[src/rtl/lru_pkg.sv]
`timescale 1ns/1ps
package lru_pkg;

    localparam int NUM_WAYS = 4;
    localparam int WAY_W    = $clog2(NUM_WAYS);
    localparam int PAIRS    = NUM_WAYS * (NUM_WAYS - 1) / 2;

    typedef logic [WAY_W-1:0] way_t;
    typedef logic [PAIRS-1:0] order_t;

    typedef enum logic [1:0] {
        EV_IDLE   = 2'b00,
        EV_RD_HIT = 2'b01,
        EV_WR_HIT = 2'b10,
        EV_MISS   = 2'b11
    } ev_kind_e;

    // Bit index of pair (lo, hi), lo < hi; pairs are numbered
    // from the top bit downward in lexical order.
    function automatic int pair_bit(input int lo, input int hi);
        int p;
        p = 0;
        for (int a = 0; a < lo; a++) p += NUM_WAYS - 1 - a;
        p += hi - lo - 1;
        return PAIRS - 1 - p;
    endfunction

    // A bit value of 1 means the higher-numbered way is the newer one.
    function automatic order_t touch(input order_t s, input way_t k);
        order_t r;
        r = s;
        for (int i = 0; i < NUM_WAYS; i++) begin
            for (int j = i + 1; j < NUM_WAYS; j++) begin
                if (i == int'(k)) r[pair_bit(i, j)] = 1'b0;
                if (j == int'(k)) r[pair_bit(i, j)] = 1'b1;
            end
        end
        return r;
    endfunction

    function automatic logic is_oldest(input order_t s, input int w);
        logic ok;
        ok = 1'b1;
        for (int o = 0; o < NUM_WAYS; o++) begin
            if (o > w && !s[pair_bit(w, o)]) ok = 1'b0;
            if (o < w &&  s[pair_bit(o, w)]) ok = 1'b0;
        end
        return ok;
    endfunction

endpackage

[src/rtl/lru_victim_sel.sv]
`timescale 1ns/1ps
module lru_victim_sel
    import lru_pkg::*;
(
    input  order_t state,
    input  logic   two_way,
    output way_t   victim
);
    localparam int HI_A = NUM_WAYS - 2;
    localparam int HI_B = NUM_WAYS - 1;

    logic [NUM_WAYS-1:0] oldest;

    generate
        for (genvar w = 0; w < NUM_WAYS; w++) begin : g_age
            assign oldest[w] = is_oldest(state, w);
        end
    endgenerate

    way_t full_pick;

    always_comb begin
        full_pick = way_t'(NUM_WAYS - 1);
        for (int w = 0; w < NUM_WAYS; w++) begin
            if (oldest[w]) full_pick = way_t'(w);
        end
    end

    always_comb begin
        if (two_way)
            victim = state[pair_bit(HI_A, HI_B)] ? way_t'(HI_A) : way_t'(HI_B);
        else
            victim = full_pick;
    end

endmodule

[src/rtl/lru_next_state.sv]
`timescale 1ns/1ps
module lru_next_state
    import lru_pkg::*;
(
    input  order_t     state,
    input  logic       purge,
    input  logic       diag_we,
    input  order_t     diag_data,
    input  logic [1:0] ev_kind,
    input  way_t       ev_way,
    input  way_t       victim,
    input  logic       repl_inhibit,
    output order_t     nxt,
    output logic       replace_en
);
    ev_kind_e kind;
    assign kind = ev_kind_e'(ev_kind);

    assign replace_en = (kind == EV_MISS) && !repl_inhibit;

    always_comb begin
        nxt = state;
        if (purge) begin
            nxt = '0;
        end else if (diag_we) begin
            nxt = diag_data;
        end else begin
            case (kind)
                EV_RD_HIT, EV_WR_HIT: nxt = touch(state, ev_way);
                EV_MISS:              if (replace_en) nxt = touch(state, victim);
                default:              nxt = state;
            endcase
        end
    end

endmodule

[src/rtl/pwlru_set.sv]
`timescale 1ns/1ps
module pwlru_set
    import lru_pkg::*;
(
    input  logic             clk,
    input  logic             rst,
    input  logic             purge,
    input  logic [1:0]       ev_kind,
    input  logic [WAY_W-1:0] ev_way,
    input  logic             two_way,
    input  logic             repl_inhibit,
    input  logic             diag_we,
    input  logic [PAIRS-1:0] diag_data,
    output logic [WAY_W-1:0] victim_way,
    output logic             replace_en
);
    order_t state_q;
    order_t state_d;

    lru_victim_sel u_sel (
        .state   (state_q),
        .two_way (two_way),
        .victim  (victim_way)
    );

    lru_next_state u_nxt (
        .state        (state_q),
        .purge        (purge),
        .diag_we      (diag_we),
        .diag_data    (diag_data),
        .ev_kind      (ev_kind),
        .ev_way       (ev_way),
        .victim       (victim_way),
        .repl_inhibit (repl_inhibit),
        .nxt          (state_d),
        .replace_en   (replace_en)
    );

    always_ff @(posedge clk) begin
        if (rst) state_q <= '0;
        else     state_q <= state_d;
    end

endmodule

[config.mk]
export PLATFORM = sky130hd
export DESIGN_NAME = pwlru_set
export DESIGN_NICKNAME = d
export VERILOG_FILES = /design/src/rtl/lru_pkg.sv /design/src/rtl/lru_victim_sel.sv /design/src/rtl/lru_next_state.sv /design/src/rtl/pwlru_set.sv
export SDC_FILE = /design/constraint.sdc
export NUM_CORES = 1
export LEC_CHECK = 0
export BUFFER_PORTS_ARGS = -buffer_cell sky130_fd_sc_hd__clkbuf_2
export CORE_MARGIN = 2
export CORE_UTILIZATION = 30
export CTS_CLUSTER_DIAMETER = 150
export DETAILED_ROUTE_END_ITERATION = 10
export HOLD_SLACK_MARGIN = 0.02
export PLACE_DENSITY = 0.54
export SYNTH_ARGS = -nofsm -noshare
export SYNTH_HDL_FRONTEND = slang
export SYNTH_HIERARCHICAL = 1
export SYNTH_SLANG_ARGS = --single-unit
[constraint.sdc]
create_clock -name clk -period 3.15 [get_ports clk]
set_clock_uncertainty 0.15 [all_clocks]
set_input_delay 0 -clock clk [delete_from_list [all_inputs] [get_ports clk]]
set_output_delay 0 -clock clk [all_outputs]
set_load 0.1 [all_outputs]
After elaboration in Yosys (flattened, before gate mapping). Index checks and enable logic that the tools add are counted.

Multiplexer cells: 39. Equality and inequality tests: 22. Reductions and logical operators: 13.

Operators with widths (count): $mux W1 (31); $ne A4 B2 Y1 const B (6); $ne A4 B4 Y1 const B (6); $reduce_and A4 Y1 (6); $mux W6 (2); $pmux W6 S2 (1); $mux W2 (5); $eq A2 B2 Y1 const A (4); $eq A1 B2 Y1 const A (2); $eq A2 B2 Y1 const B (2); $logic_not A2 Y1 (2); $reduce_or A2 Y1 (2); $ne A3 B3 Y1 const B (1); $reduce_bool A3 Y1 (1); $eq A2 B1 Y1 const B (1); $logic_and A1 B1 Y1 (1); $logic_not A1 Y1 (1).

Register bits: 6.

Longest topological paths before layout. Gate-level depths: netlist of the first run.

Depth in word-level cells: 14. Mapped depth: 8. Gate-level depth less buffers: 7.

Cells and area by module. The synthesis of the first run kept the hierarchy.

By module, submodules not included: lru_next_state (cells an instance 62, area each 387.9 um^2, seq. area each 0.0 um^2, times used 1); pwlru_set (cells an instance 12, area each 157.7 um^2, seq. area each 120.1 um^2, times used 1); lru_victim_sel (cells an instance 7, area each 53.8 um^2, seq. area each 0.0 um^2, times used 1).

Worst setup path after synthesis of the first run. No wires, ideal clock.

Kind: reg2reg. Start point: register state_q[0]. End point: register state_q[1]. Arrival time: 4.182 ns. Cell stages (with the launch flop): 8. Slack: -1.296 ns. Clock period less this slack: 4.446 ns. Path buffers: 0. Data required time: 2.886 ns. Path through: dfxtp_1 nor3b_1 o32ai_1 nand2b_1 mux2_4 a221oi_2 o21ai_1 nor2b_1.

Cells in the longest elaborated chain, start to end: 9. Elaborated cells on any way between the ends: 14.

Ends and longest elaborated chain: start, declared (line pwlru_set.sv:17) `order_t state_q;`; start signal, assigned (line pwlru_set.sv:41) `else state_q <= state_d;`; $mux W1 (line lru_pkg.sv:45) `if (o > w && !s[pair_bit(w, o)]) ok = 1'b0;`; $mux W2 (2 in series) (line lru_victim_sel.sv:25) `if (oldest[w]) full_pick = way_t'(w);`; $mux W2 (*) (line lru_victim_sel.sv:30) `if (two_way)`; net victim_way[0] (line pwlru_set.sv:14) `output logic [WAY_W-1:0] victim_way,`; $eq A1 B2 Y1 (line lru_pkg.sv:35) `if (j == int'(k)) r[pair_bit(i, j)] = 1'b1;`; $mux W1 (line lru_pkg.sv:35); $mux W6 (line lru_next_state.sv:30) `EV_MISS: if (replace_en) nxt = touch(state, victim);`; $pmux W6 S2 (line lru_next_state.sv:28) `case (kind)`; $mux W6 (line lru_next_state.sv:25) `end else if (diag_we) begin`.

Mark *: on every way through the listed nets, which the timed path passes. The rest lies on a longest branch. The select of a mux whose other input is x is not followed. A chain may end at the register's enable or synchronous reset.

Final worst setup path of the first run.
Start point: register state_q[0]. End point: register state_q[5].

Cells in the longest elaborated chain, start to end: 9. Elaborated cells on any way between the ends: 14.

Ends and longest elaborated chain (line): $mux W1 (lru_pkg.sv:45); $mux W2 (2 in series) (lru_victim_sel.sv:25); $mux W2 (*) (lru_victim_sel.sv:30); $eq A2 B2 Y1 (lru_pkg.sv:35); $mux W1 (lru_pkg.sv:35); $mux W6 (lru_next_state.sv:30); $pmux W6 S2 (lru_next_state.sv:28); $mux W6 (lru_next_state.sv:25).

Mark *: on every way between the ends. The rest lies on a longest branch, timed or not. The select of a mux whose other input is x is not followed.

==> impl_metrics.py, run 1 <==
metrics = {
    "final_layout": {
        "fin_cells": 133,
        "antenna_cells": 0,
        "area_growth_syn_to_layout_pct": 36.3,
        "top_register": "state_q",
        "largest_register_ffs": 6,
        "drive_above_1_share": 0.264,
        "reg_top3": "state_q x6",
        "final_util": 0.425,
        "fillers": 217,
        "fin_nets": 126,
    },
    "logic_synthesis": {
        "syn-cell-area_sq_um": 599,
        "syn_avg_cell_area_sq_um": 7.40,
        "synth_edf_count": 0,
        "synthFlopType": "dfxtp_1",
        "postSynth.asyncResetShare": 0,
        "ys_seq_area_frac": 0.200,
        "synth.distinct_cells": 28,
        "yosys-top-cells-area": "dfxtp_1 (20%), nor2b_1 (8.4%), nand2_1 (5.6%)",
        "synth_nets": 99,
        "ys_ff_latch": 6,
        "synthCells": 81,
        "yosysWarnings": 6,
        "yosysMostFrequentCell": "nand2_1",
        "synth_top_area_cell": "dfxtp_1",
        "synth_top_cell_area_share": 0.200,
        "yosys-top-cells-count": "nand2_1 (9), nor2b_1 (8)",
    },
    "die": {
        "dieHeight_microns": 48.7,
        "die_x_microns": 48.7,
        "dieArea_sq_um": 2370,
        "coreArea_sq_um": 1920,
        "start_util": 0.312,
        "fp-row-count": 16,
        "io_pins": 19,
    },
    "min_path": {
        "timing.hold.worst.class": "in -> reg",
    },
    "grt": {
        "grt_pass1_wl_microns": 2610,
        "grt_max_degree": 9,
        "gr-total-overflow": 0,
        "antenna_found_initial": 0,
        "grt_pass1_vias": 601,
        "grtUsageTotal": 0.139,
    },
    "sta": {
        "period_share": 0.884,
        "timing.hold.ws_ns": 0.0487,
        "maxClockFrequency_mhz": 359,
        "slew_viol_final": 0,
        "relSlewSlack": 0.642,
        "tightestPinTransition_ns": 0.539,
        "hold_viol_final": 0,
        "setup_viol": 0,
        "rsz0062_at_grt": "false",
        "setup_tns_ns": 0,
        "period_minus_slack_ns": 2.78,
    },
    "clocking": {
        "postCtsSetupBuffers": 0,
        "clockBufferDepth": 2,
        "cts_tree": "yes",
        "cts.sinks": 6,
        "clkLatencyLatePin_ns": 0.24,
        "numCtsBuffers": 3,
        "cts_htree_levels": 1,
        "clkTransAtPathRegs_ns": 0.04,
        "clockRootBuffer": "clkbuf_4",
    },
    "route": {
        "wl_microns": 1550,
        "wl_met1_microns": 760,
        "drc": 0,
        "avgRoutedWirePerCell_microns": 11.7,
        "wl_met3_microns": 56,
        "vias": 672,
        "drt-initial-drc-count": 20,
        "first_pass_iters": 4,
        "post_drt_via_cell_ratio": 5.05,
        "ant_nets": 0,
        "top_layer": "met3",
        "dr_wl_met2_microns": 736,
    },
    "setup_path": {
        "cp.arrival_ns": 2.76,
        "end_kind": "flip-flop",
        "cp_max_fo": 6,
        "cp_data_required_time_ns": 3.13,
        "path_class": "reg -> reg",
        "cp-start-kind": "flip-flop",
    },
    "placed_design": {
        "placedCellCount": 124,
        "hpwlAfterDp_microns": 1180,
        "portBuffers": 18,
        "gp_routability_congestion": 0.754,
    },
    "power_and_ir_drop": {
        "power_density_nw_per_um2": 296,
        "ir_drop_mv": 0.151,
        "power_w": 0.000242,
        "p_leak_nw": 0.350,
    },
    "run_status": {
        "outcome": "completed",
    },
    "job": {
        "drv_cap": 0,
    },
}
==> cells by family (layout without fill, tap and decap cells) <==
logic type                 count (synthesis)  count (layout)  synth area share
buffers and inverters                      8              33            0.0501
and+or+nand+nor                           30              30             0.253
muxes                                      7               7             0.138
adders and majority gates                  2               2            0.0417
DFF                                        6               6             0.200
AOI/OAI and AO/OA                         28              28             0.317
==> per-stage QoR <==
stage | worst slack [ns] | cell area [sq um]
6_report | 0.367 | 817
5_1_grt | 0.189 | 817
4_1_cts | 0.371 | 817
3_5_place_dp | 0.866 | 734
3_3_place_gp | 0.860 | 734
2_1_floorplan | 0.467 | 618
==> layer usage <==
metal,global-route usage,up-vias
li1,-,350
met5,0,-
met1,0.180,303
met4,0.0429,0
met2,0.221,19
met3,0.0401,0
==> power by group <==
| group | leakage [nW] | internal, W | total (W) | switching [W] |
|---|---|---|---|---|
| clock network | 0.0138 | 0.0000430 | 0.0000698 | 0.0000268 |
| logic | 0.288 | 0.0000396 | 0.0000861 | 0.0000465 |
| registers | 0.0491 | 0.0000800 | 0.0000858 | 0.00000579 |
| total | 0.350 | 0.000163 | 0.000242 | 0.0000791 |
==> layout by cell type (no fill, tap or decap) <==
cell and n:
nor3b_1 1, nor3_1 2, a22o_1 1, mux2_4 1, o21ba_2 1, nand3_1 1, o32ai_4 1, clkbuf_4 3
o211a_1 1, clkbuf_2 18, and3_1 1, a211o_1 1, a221oi_1 3, nand2_1 9, nor2b_1 8, inv_1 6
o21ai_1 4, ha_1 2, a21oi_1 6, nand2b_1 2, nor2_1 5, dlygate4sd3_1 6, mux2_1 3, mux2_2 3
o21ai_0 6, a221oi_2 1, a211oi_1 1, nand3b_1 1, dfxtp_1 6, o211ai_1 2
==> final timing paths <==
check	start	endpoint	slack, ns	cells past startpoint
setup / recovery	state_q[0]	state_q[5]	0.37	8
hold / removal	diag_data[3]	state_q[3]	0.05	4
setup reg to reg	state_q[0]	state_q[5]	0.37	8
hold reg to reg	state_q[2]	state_q[2]	0.51	3
==> area by class of cell <==
type | count | area [sq um] | share of cell area
multi-input combinational | 67 | 468 | 0.573
clock buffer | 3 | 22.5 | 0.0276
timing repair buffer | 24 | 150 | 0.184
sequential | 6 | 120 | 0.147
tap | 27 | 33.8 | 0.0413
inverter | 6 | 22.5 | 0.0276
==> critical path, cell delays in order (launching register included) <==
cell,delay [ns]
dfxtp_1,0.42
nor3b_1,0.44
a211o_1,0.27
nor2_1,0.07
mux2_1,0.31
a221oi_1,0.26
o21ai_1,0.08
nor2b_1,0.12
dlygate4sd3_1,0.55
==> what timing repair did <==
| item | CTS | global route |
|---|---|---|
| gates resized for setup | 0 | 0 |
| endpoints found under the hold margin | 6 | 0 |
| hold buffers | 6 | 0 |
Note: power is estimated with default switching activity, not from simulation.
==> inputs of run 2 (changes only) <==
Settings changed: PLACE_DENSITY 0.54 to unset, PLACE_DENSITY_LB_ADDON set to 0.15.
==> run 2 against run 1 <==
Net effect:
- flip-flop and latch count unchanged
- final cell count unchanged
- clock power down 0.6%
- sequential share of layout area unchanged
- die area unchanged
- register-to-register slack worse by 0.03 ns
- largest cell class unchanged
==> impl_metrics.py, run 2 (synthesis results as in run 1) <==
metrics = {
    "final_layout": {
        "top_register": "state_q",
        "area_growth_syn_to_layout_pct": 36.3,
        "drive_above_1_share": 0.264,
        "layout_commonest_cell": "clkbuf_2",
        "reg_top3": "state_q x6",
        "final_cell_mix": "clkbuf_2 (18), nand2_1 (9), nor2b_1 (8)",
        "fillers": 222,
        "multi_input_comb_area_sq_um": 468,
        "fin_nets": 126,
        "largest_register_ffs": 6,
        "antenna_cells": 0,
        "regArea_sq_um": 120,
    },
    "setup_path": {
        "crit_cells": 8,
        "path_class": "reg -> reg",
        "rrSetupSlack_ns": 0.34,
        "crit_path_start": "state_q[0]",
        "cp-start-kind": "flip-flop",
        "cp_data_required_time_ns": 3.13,
        "max_stage_delay_ns": 0.54,
        "crit_family": "simple AND/OR/NAND/NOR gates",
        "critPathCapture": "state_q[1]",
        "critPathBufInv": 1,
        "end_kind": "flip-flop",
        "timing.rr.end": "state_q[1]",
        "reg2reg_depth": 8,
        "cp_slowest_cell": "dlygate4sd3_1",
        "cp.arrival_ns": 2.79,
        "crit_chain": "nor3b_1, o32ai_4, nand2b_1, mux2_4, a221oi_2, o21ai_1, nor2b_1, dlygate4sd3_1",
        "cp_max_fo": 6,
        "reg2reg_from": "state_q[0]",
    },
    "min_path": {
        "timing.hold.worst.class": "in -> reg",
        "min_from": "diag_data[3]",
    },
    "route": {
        "drc": 0,
        "avgRoutedWirePerCell_microns": 12.5,
        "ant_nets": 0,
        "vias": 679,
        "first_pass_iters": 4,
        "drt-initial-drc-count": 7,
        "wl_microns": 1660,
        "post_drt_via_cell_ratio": 5.11,
    },
    "clocking": {
        "cts_tree": "yes",
        "clockRootBuffer": "clkbuf_4",
        "cts_htree_levels": 1,
        "clockBufferDepth": 2,
        "ctsResizeCount": 0,
        "cts.sinks": 6,
        "clkLatencyLatePin_ns": 0.24,
        "clkTransAtPathRegs_ns": 0.04,
        "numCtsBuffers": 3,
        "postCtsSetupBuffers": 0,
    },
    "placed_design": {
        "gp_routability_congestion": 0.787,
        "hpwlAfterDp_microns": 1260,
        "portBuffers": 18,
    },
    "sta": {
        "hold_viol_final": 0,
        "setup_viol": 0,
        "rsz0062_at_grt": "false",
        "relSlewSlack": 0.641,
        "period_share": 0.893,
        "timing.hold.ws_ns": 0.0399,
        "slew_viol_final": 0,
        "tightestPinTransition_ns": 0.541,
        "setup_tns_ns": 0,
        "maxClockFrequency_mhz": 355,
        "period_minus_slack_ns": 2.81,
    },
    "die": {
        "fp-row-count": 16,
        "die_x_microns": 48.7,
        "io_pins": 19,
        "dieHeight_microns": 48.7,
        "coreArea_sq_um": 1920,
        "start_util": 0.312,
        "dieArea_sq_um": 2370,
    },
    "grt": {
        "antenna_found_initial": 0,
        "gr-total-overflow": 0,
        "grt_max_degree": 9,
        "grt_pass1_vias": 588,
        "grt_pass1_wl_microns": 2700,
        "grtUsageTotal": 0.147,
    },
    "run_status": {
        "outcome": "completed",
    },
    "job": {
        "drv_cap": 0,
    },
    "power_and_ir_drop": {
        "power_density_nw_per_um2": 297,
        "p_leak_nw": 0.350,
        "ir_drop_mv": 0.221,
    },
}
==> run 2: worst min path at each step <==
| stage | to | cells after the start |
|---|---|---|
| after floorplan | state_q[0] | 1 |
| after global placement | state_q[3] | 2 |
| after detailed placement | state_q[2] | 2 |
| after CTS | state_q[2] | 4 |
| after global routing | state_q[2] | 4 |
| final | state_q[3] | 4 |
==> run 2: timing repair <==
item	4_1_cts	5_1_grt
setup endpoints to repair	0	0
endpoints found under the hold margin	6	0
hold buffers	6	0
==> run 2: cell type report <==
class / instances / share of cell area
Clock buffer: 3 / 0.0276
Sequential cell: 6 / 0.147
Timing Repair Buffer: 24 / 0.184
Multi-Input combinational cell: 67 / 0.573
Inverter: 6 / 0.0276
Tap cell: 27 / 0.0413
==> run 2: layer usage <==
metal / wire (microns) / up-vias / track usage
met4: 0 / 0 / 0.0286
met1: 839 / 318 / 0.206
met5: 0 / - / 0
met2: 755 / 15 / 0.221
met3: 64 / 0 / 0.0463
li1: - / 346 / -
==> run 2: per-stage QoR <==
step | power [W] | std cells | setup WS, ns | util | instance area [sq um]
global placement | 0.000168 | 124 | 0.821 | 0.382 | 734
finish | 0.000242 | 133 | 0.336 | 0.425 | 817
CTS | 0.000245 | 133 | 0.334 | 0.425 | 817
global route | 0.000262 | 133 | 0.178 | 0.425 | 817
detailed placement | 0.000168 | 124 | 0.785 | 0.382 | 734
floorplan | 0.000141 | 81 | 0.467 | - | 618
==> run 2: where the power goes <==
| part | total (W) | leakage, nW | switching [W] | internal [W] |
|---|---|---|---|---|
| Clock | 0.0000694 | 0.0138 | 0.0000264 | 0.0000430 |
| Sequential | 0.0000860 | 0.0491 | 0.00000598 | 0.0000800 |
| Combinational | 0.0000870 | 0.287 | 0.0000473 | 0.0000396 |
==> run 2: worst register-to-register path, stage by stage (launching register included) <==
cell           delay, ns
dfxtp_1             0.42
nor3b_1             0.44
o32ai_4             0.19
nand2b_1            0.20
mux2_4              0.32
a221oi_2            0.25
o21ai_1             0.08
nor2b_1             0.12
dlygate4sd3_1       0.54
==> inputs of run 3 (changes only) <==
Settings changed: CORE_AREA set to 2 2 39 41, CORE_MARGIN 2 to unset, CORE_UTILIZATION 30 to unset, DIE_AREA set to 0 0 41 43.
==> run 3 against run 2 <==
Net effect:
- clock power up 3.3%
- critical endpoint unchanged
- non-clock buffer count unchanged
- hold slack better by 0.0014 ns
- final cell count down 8.3%
- flip-flop and latch count unchanged
- cell area down 1.7%
- power up 0.92%
- setup slack better by 0.0040 ns
- register-to-register slack about the same
==> impl_metrics.py, run 3 (synthesis results as in run 1) <==
metrics = {
    "clocking": {
        "cts_tree": "yes",
        "clkLatencyLatePin_ns": 0.24,
        "cts.sinks": 6,
        "cts-hold-fix-buffers": 6,
        "clkTransAtPathRegs_ns": 0.05,
        "numCtsBuffers": 3,
        "clockRootBuffer": "clkbuf_4",
        "ctsResizeCount": 0,
        "cts_htree_levels": 1,
        "postCtsSetupBuffers": 0,
        "clockBufferDepth": 2,
    },
    "setup_path": {
        "end_kind": "flip-flop",
        "cp-start-kind": "flip-flop",
        "path_class": "reg -> reg",
        "cp.arrival_ns": 2.79,
        "cp_data_required_time_ns": 3.13,
        "cp_max_fo": 6,
    },
    "final_layout": {
        "final_cell_mix": "clkbuf_2 (18), nand2_1 (9), nor2b_1 (8)",
        "fin_nets": 126,
        "reg_top3": "state_q x6",
        "fillers": 138,
        "multi_input_comb_area_sq_um": 468,
        "regArea_sq_um": 120,
        "antenna_cells": 0,
        "layout_commonest_cell": "clkbuf_2",
        "final_util": 0.580,
        "fin_area_sq_um": 803,
        "largest_register_ffs": 6,
        "fin_cells": 122,
        "drive_above_1_share": 0.264,
        "area_growth_syn_to_layout_pct": 34.0,
        "top_register": "state_q",
    },
    "die": {
        "start_util": 0.433,
        "die_x_microns": 41,
        "coreArea_sq_um": 1380,
        "dieHeight_microns": 43,
        "dieArea_sq_um": 1760,
        "io_pins": 19,
        "fp-row-count": 14,
    },
    "min_path": {
        "timing.hold.worst.class": "in -> reg",
    },
    "route": {
        "wl_microns": 1620,
        "avgRoutedWirePerCell_microns": 13.3,
        "drt-initial-drc-count": 25,
        "ant_nets": 0,
        "drc": 0,
        "post_drt_via_cell_ratio": 5.72,
        "vias": 698,
        "first_pass_iters": 4,
    },
    "power_and_ir_drop": {
        "ir_drop_mv": 0.207,
        "power_density_nw_per_um2": 305,
        "p_leak_nw": 0.350,
    },
    "sta": {
        "hold_viol_final": 0,
        "relSlewSlack": 0.641,
        "setup_viol": 0,
        "rsz0062_at_grt": "false",
        "tightestPinTransition_ns": 0.541,
        "period_minus_slack_ns": 2.81,
        "setup_tns_ns": 0,
        "maxClockFrequency_mhz": 356,
        "slew_viol_final": 0,
        "period_share": 0.892,
    },
    "placed_design": {
        "place_area_sq_um": 721,
        "hpwlAfterDp_microns": 1210,
        "placedCellCount": 113,
        "portBuffers": 18,
        "gp_routability_congestion": 0.811,
    },
    "grt": {
        "gr-total-overflow": 0,
        "grt_pass1_vias": 571,
        "antenna_found_initial": 0,
        "grt_max_degree": 9,
        "grt_pass1_wl_microns": 2510,
        "grtUsageTotal": 0.205,
    },
    "job": {
        "drv_cap": 0,
    },
    "run_status": {
        "outcome": "completed",
    },
}
-- run 3: cell counts in the layout (fill, tap and decap cells not counted) --
Identical to the previous run, type by type.
-- run 3: area by class of cell --
cell class / instances / area share
Timing Repair Buffer: 24 / 0.187
Clock buffer: 3 / 0.0280
Tap cell: 16 / 0.0249
Inverter: 6 / 0.0280
Sequential cell: 6 / 0.150
Multi-Input combinational cell: 67 / 0.583
-- run 3: final timing paths --
| kind | start | end | slack [ns] | cells after the start |
|---|---|---|---|---|
| max | state_q[0] | state_q[1] | 0.34 | 8 |
| min | diag_data[3] | state_q[3] | 0.04 | 4 |
| max reg2reg | state_q[0] | state_q[1] | 0.34 | 8 |
| min reg2reg | state_q[2] | state_q[2] | 0.52 | 3 |
-- run 3: power breakdown --
part / internal (W) / switching, W / leakage (nW)
Clock: 0.0000432 / 0.0000285 / 0.0138
Combinational: 0.0000396 / 0.0000475 / 0.287
Sequential: 0.0000799 / 0.00000585 / 0.0491
Total: 0.000163 / 0.0000819 / 0.350
-- run 3: worst max-delay path: stages, from the launching register on --
cell and delay (ns):
dfxtp_1 0.41, nor3b_1 0.43, o32ai_4 0.19, nand2b_1 0.18
mux2_4 0.32, a221oi_2 0.27, o21ai_1 0.08, nor2b_1 0.12
dlygate4sd3_1 0.54
-- run 3: layer usage --
metal	part of all wire	vias up	track usage
met5	0	-	0
met4	0	0	0.0400
met3	0.027	0	0.0471
met2	0.48	15	0.294
met1	0.49	336	0.305
li1	-	347	-
-- run 3: stage by stage --
stage                     hold slack (ns)  worst slack [ns]  power [W]
after floorplan                   -0.0784             0.467   0.000141
after global placement              0.112             0.848   0.000167
after detailed placement            0.114             0.813   0.000168
after CTS                          0.0412             0.345   0.000246
after global routing               0.0619             0.238   0.000256
final                              0.0413             0.340   0.000245
